### src/rtl/wave_ram_arbiter.sv
module wave_ram_arbiter #(
  parameter int BYTES = 16,
  parameter int DW = 8,
  localparam int AW = $clog2(BYTES),
  localparam int PW = AW + 1,
  localparam int NW = DW / 2
) (
  input  logic          clk,
  input  logic          rst_n,
  input  logic [AW-1:0] cpu_addr,
  input  logic          cpu_wr,
  input  logic [DW-1:0] cpu_wdata,
  output logic [DW-1:0] cpu_rdata,
  input  logic          play,
  input  logic [PW-1:0] pos,
  input  logic          win,
  input  logic          early_model,
  output logic [NW-1:0] eng_nibble
);
  logic [DW-1:0] mem [BYTES];

  wire [AW-1:0] cur     = pos[PW-1:1];
  wire [AW-1:0] sel     = play ? cur : cpu_addr;
  wire          blocked = early_model & play & ~win;

  always_ff @(posedge clk)
    if (rst_n && cpu_wr && !blocked) mem[sel] <= cpu_wdata;

  assign cpu_rdata = blocked ? {DW{1'b1}} : mem[sel];

  wire [DW-1:0] cur_byte = mem[cur];
  assign eng_nibble = pos[0] ? cur_byte[NW-1:0] : cur_byte[DW-1:NW];
endmodule

### config.mk
export PLATFORM = sky130hd
export DESIGN_NAME = wave_ram_arbiter
export DESIGN_NICKNAME = d
export VERILOG_FILES = /design/src/rtl/wave_ram_arbiter.sv
export SDC_FILE = /design/constraint.sdc
export NUM_CORES = 1
export LEC_CHECK = 0
export CAP_MARGIN = 20
export CORE_ASPECT_RATIO = 0.9
export CORE_MARGIN = 2
export CORE_UTILIZATION = 65
export CTS_BUF_LIST = sky130_fd_sc_hd__clkbuf_8 sky130_fd_sc_hd__clkbuf_16
export CTS_CLUSTER_SIZE = 12
export DETAILED_ROUTE_END_ITERATION = 6
export DONT_BUFFER_PORTS = 1
export GPL_TIMING_DRIVEN = 0
export PLACE_DENSITY = 0.9
export SYNTH_ARGS = -nofsm -noshare
export SYNTH_HDL_FRONTEND = slang
export SYNTH_SLANG_ARGS = --single-unit
### constraint.sdc
create_clock -name clk -period 4.99 [get_ports clk]
set_input_delay 0.998 -clock clk [delete_from_list [all_inputs] [get_ports clk]]
set_output_delay 0.998 -clock clk [all_outputs]
set_load 0.05 [all_outputs]
==> run metrics <==
status completed; Antenna diodes 0; CP Max Fanout 10; Pins Over Slew Limit 0; Yosys top cell by area edfxtp_1; highest-delay cell along the critical path o31ai_1; Synth Instances 366; Vias 4,079; Slew headroom 34.8%; DRC violation count after routing 0; Rows 33; RSZ-0062 raised after global routing no; # port buffers 0; CP cell instances buf_6 > o31ai_1 > clkbuf_2 > clkbuf_1 > a22oi_1 > a21oi_1 > or4_1; worst stage delay on the critical path 690 ps; EDFF count, synth 128; Ports 35; most common library cells after synthesis 128 x edfxtp_1, 48 x mux4_2, 32 x a22oi_1, 20 x nor2_1, 18 x nor3_1; core box area 9130 um2; die area 10,200 um2; top_reg_cell synth edfxtp_1; crit share post-route 94.8%; vias in the first global route 3,994; initial antenna violation count 0; Placed Cells 488; Critical Path Source Type input pin; most crowded layer after global routing met2; top-area cell type share of the netlist area 63.1%; VDD IR max 256 uV; Worst Path Required 3990 ps; HP Start cpu_wdata[1]; post-DR vias/cell 7.84; routed len/inst 33.0 um; Clock transition at path regs 60 ps; Die W 106 um; Worst Setup End Kind output pin; largest net degree at the start of global routing 17; CTS tree yes; WHS Path Cells 0; All-Layer GR Usage 36.5%; largest cells by area after synthesis edfxtp_1 63%, mux4_2 18%, a22oi_1 3.9%, mux2i_1 2.8%, nor3_1 1.5%; FILL cells 525; Cell variety after synth 30; total CTS buffers 17; max-cap check violation count 0; post-route ant nets 0; number of synthesis warnings 0; Layout area overhead 11.1%; worst hold slack 556 ps; leakage 0.00220 uW; most frequent cell after synthesis edfxtp_1; Die Ht 95.8 um; Tmin final 4730 ps; layout cells sized above 1 23.4%; dpl hpwl 11,100 um; Final Hold Vio Count 0; Crit Path Category input pin to output pin; met1 Use GR 46.4%; crit path from play; most flop-heavy register mem; post_cts resized 0; Cell Area, Placed 6240 um2; Synth Cell Area 6090 um2; Starting Density 66.7%; Hold Path End mem[11][1]$_DFFE_PP_; met3 Track Usage GR 12.7%; Root Driver clkbuf_8; Syn Nets 389; syn_area_per_cell 16.6 um2; Power Density 382 nW/um2; max FFs per register 128; Final nets 409; share of the yosys chip area belonging to registers 63.1%; Setup TNS Final 0 ps; setup bufs post-CTS 0; Seq cells post-synth 128; DRT Pass-1 Iters 6; highest clock rate 211 MHz; clk sinks 128; first-pass GRT wire length 25,000 um; H-tree Lvls 4; Detailed Route WL 17,100 um; post-route cell area 6760 um2; Critical Path AT 3730 ps; non-filler cells in the finished layout 520; Final GP Congestion 0.918; Async SR Flop Fraction 0%; largest registers mem x128; global route total overflow 0; initial DRC count 745; grt met2 use 57.6%; hold_buf cts 0; hold crit path type input pin to register; Slew @ Worst Pin 974 ps; clock buffer depth 2; Setup-failing EPs final 0
[cell type report]
type / instances / area, um2 / area share (%)
plain buffers: 25 / 133 / 1.96
clock buffers: 17 / 414 / 6.12
clock inverters: 14 / 104 / 1.54
inverters: 3 / 11.3 / 0.167
multi-input cells: 210 / 2100 / 31.0
flip-flops and latches: 128 / 3840 / 56.8
well taps: 122 / 153 / 2.26
repair buffers: 1 / 5.00 / 0.0740
[how the worst max path moves through the flow]
stage,endpoint,depth (start not counted)
2_1_floorplan,cpu_rdata[2],7
3_3_place_gp,cpu_rdata[0],6
3_5_place_dp,cpu_rdata[0],6
4_1_cts,cpu_rdata[0],6
5_1_grt,cpu_rdata[6],7
6_report,cpu_rdata[6],7
[cell usage in the layout (no fill, tap or decap), types with 2 or more instances in the layout]
master / count
a21oi_1: 16
a22oi_1: 32
a31oi_1: 2
buf_2: 7
buf_4: 2
buf_6: 3
clkbuf_1: 12
clkbuf_16: 16
clkinv_1: 2
clkinv_2: 4
clkinvlp_4: 4
edfxtp_1: 128
inv_1: 3
inv_2: 2
mux2i_1: 17
mux4_2: 48
nand2_1: 16
nand3_1: 3
nand3b_1: 2
nor2_1: 20
nor2b_1: 8
nor3_1: 18
o21ai_1: 2
or3_1: 8
or4_1: 10
[where the power goes]
group,total [uW],internal (uW),switching (uW)
clock,1100,645,454
combinational,277,92.2,185
sequential,1210,1200,6.81
total,2580,1940,646
[critical path: cells and delay by family]
family                 cells  cell delay, ps
buffers and inverters      3            1040
AOI/OAI and AO/OA          3            1190
and+or+nand+nor            1             490
[routing by layer]
layer,vias up,wire length (um),share of wire [%]
met1,1988,5730,33
met5,-,0,0
li1,1566,-,-
met3,83,2470,14
met4,0,829,4.8
met2,442,8100,47
[logic make-up (layout without fill, tap and decap cells)]
logic type	Yosys count	count (layout)	synth area share [%]
mux	65	65	20.6
buf+inv	28	60	2.36
compound gates	56	56	6.23
flops	128	128	63.1
simple gates	89	89	7.71
[through the flow]
step	total power (uW)	setup WS, ps	util [%]
floorplan	1430	982	-
global placement	1490	405	68.4
detailed placement	1490	312	68.4
CTS	2560	320	74.1
global route	2620	303	74.1
finish	2580	261	74.1
Power figures use the tool's default switching activity.
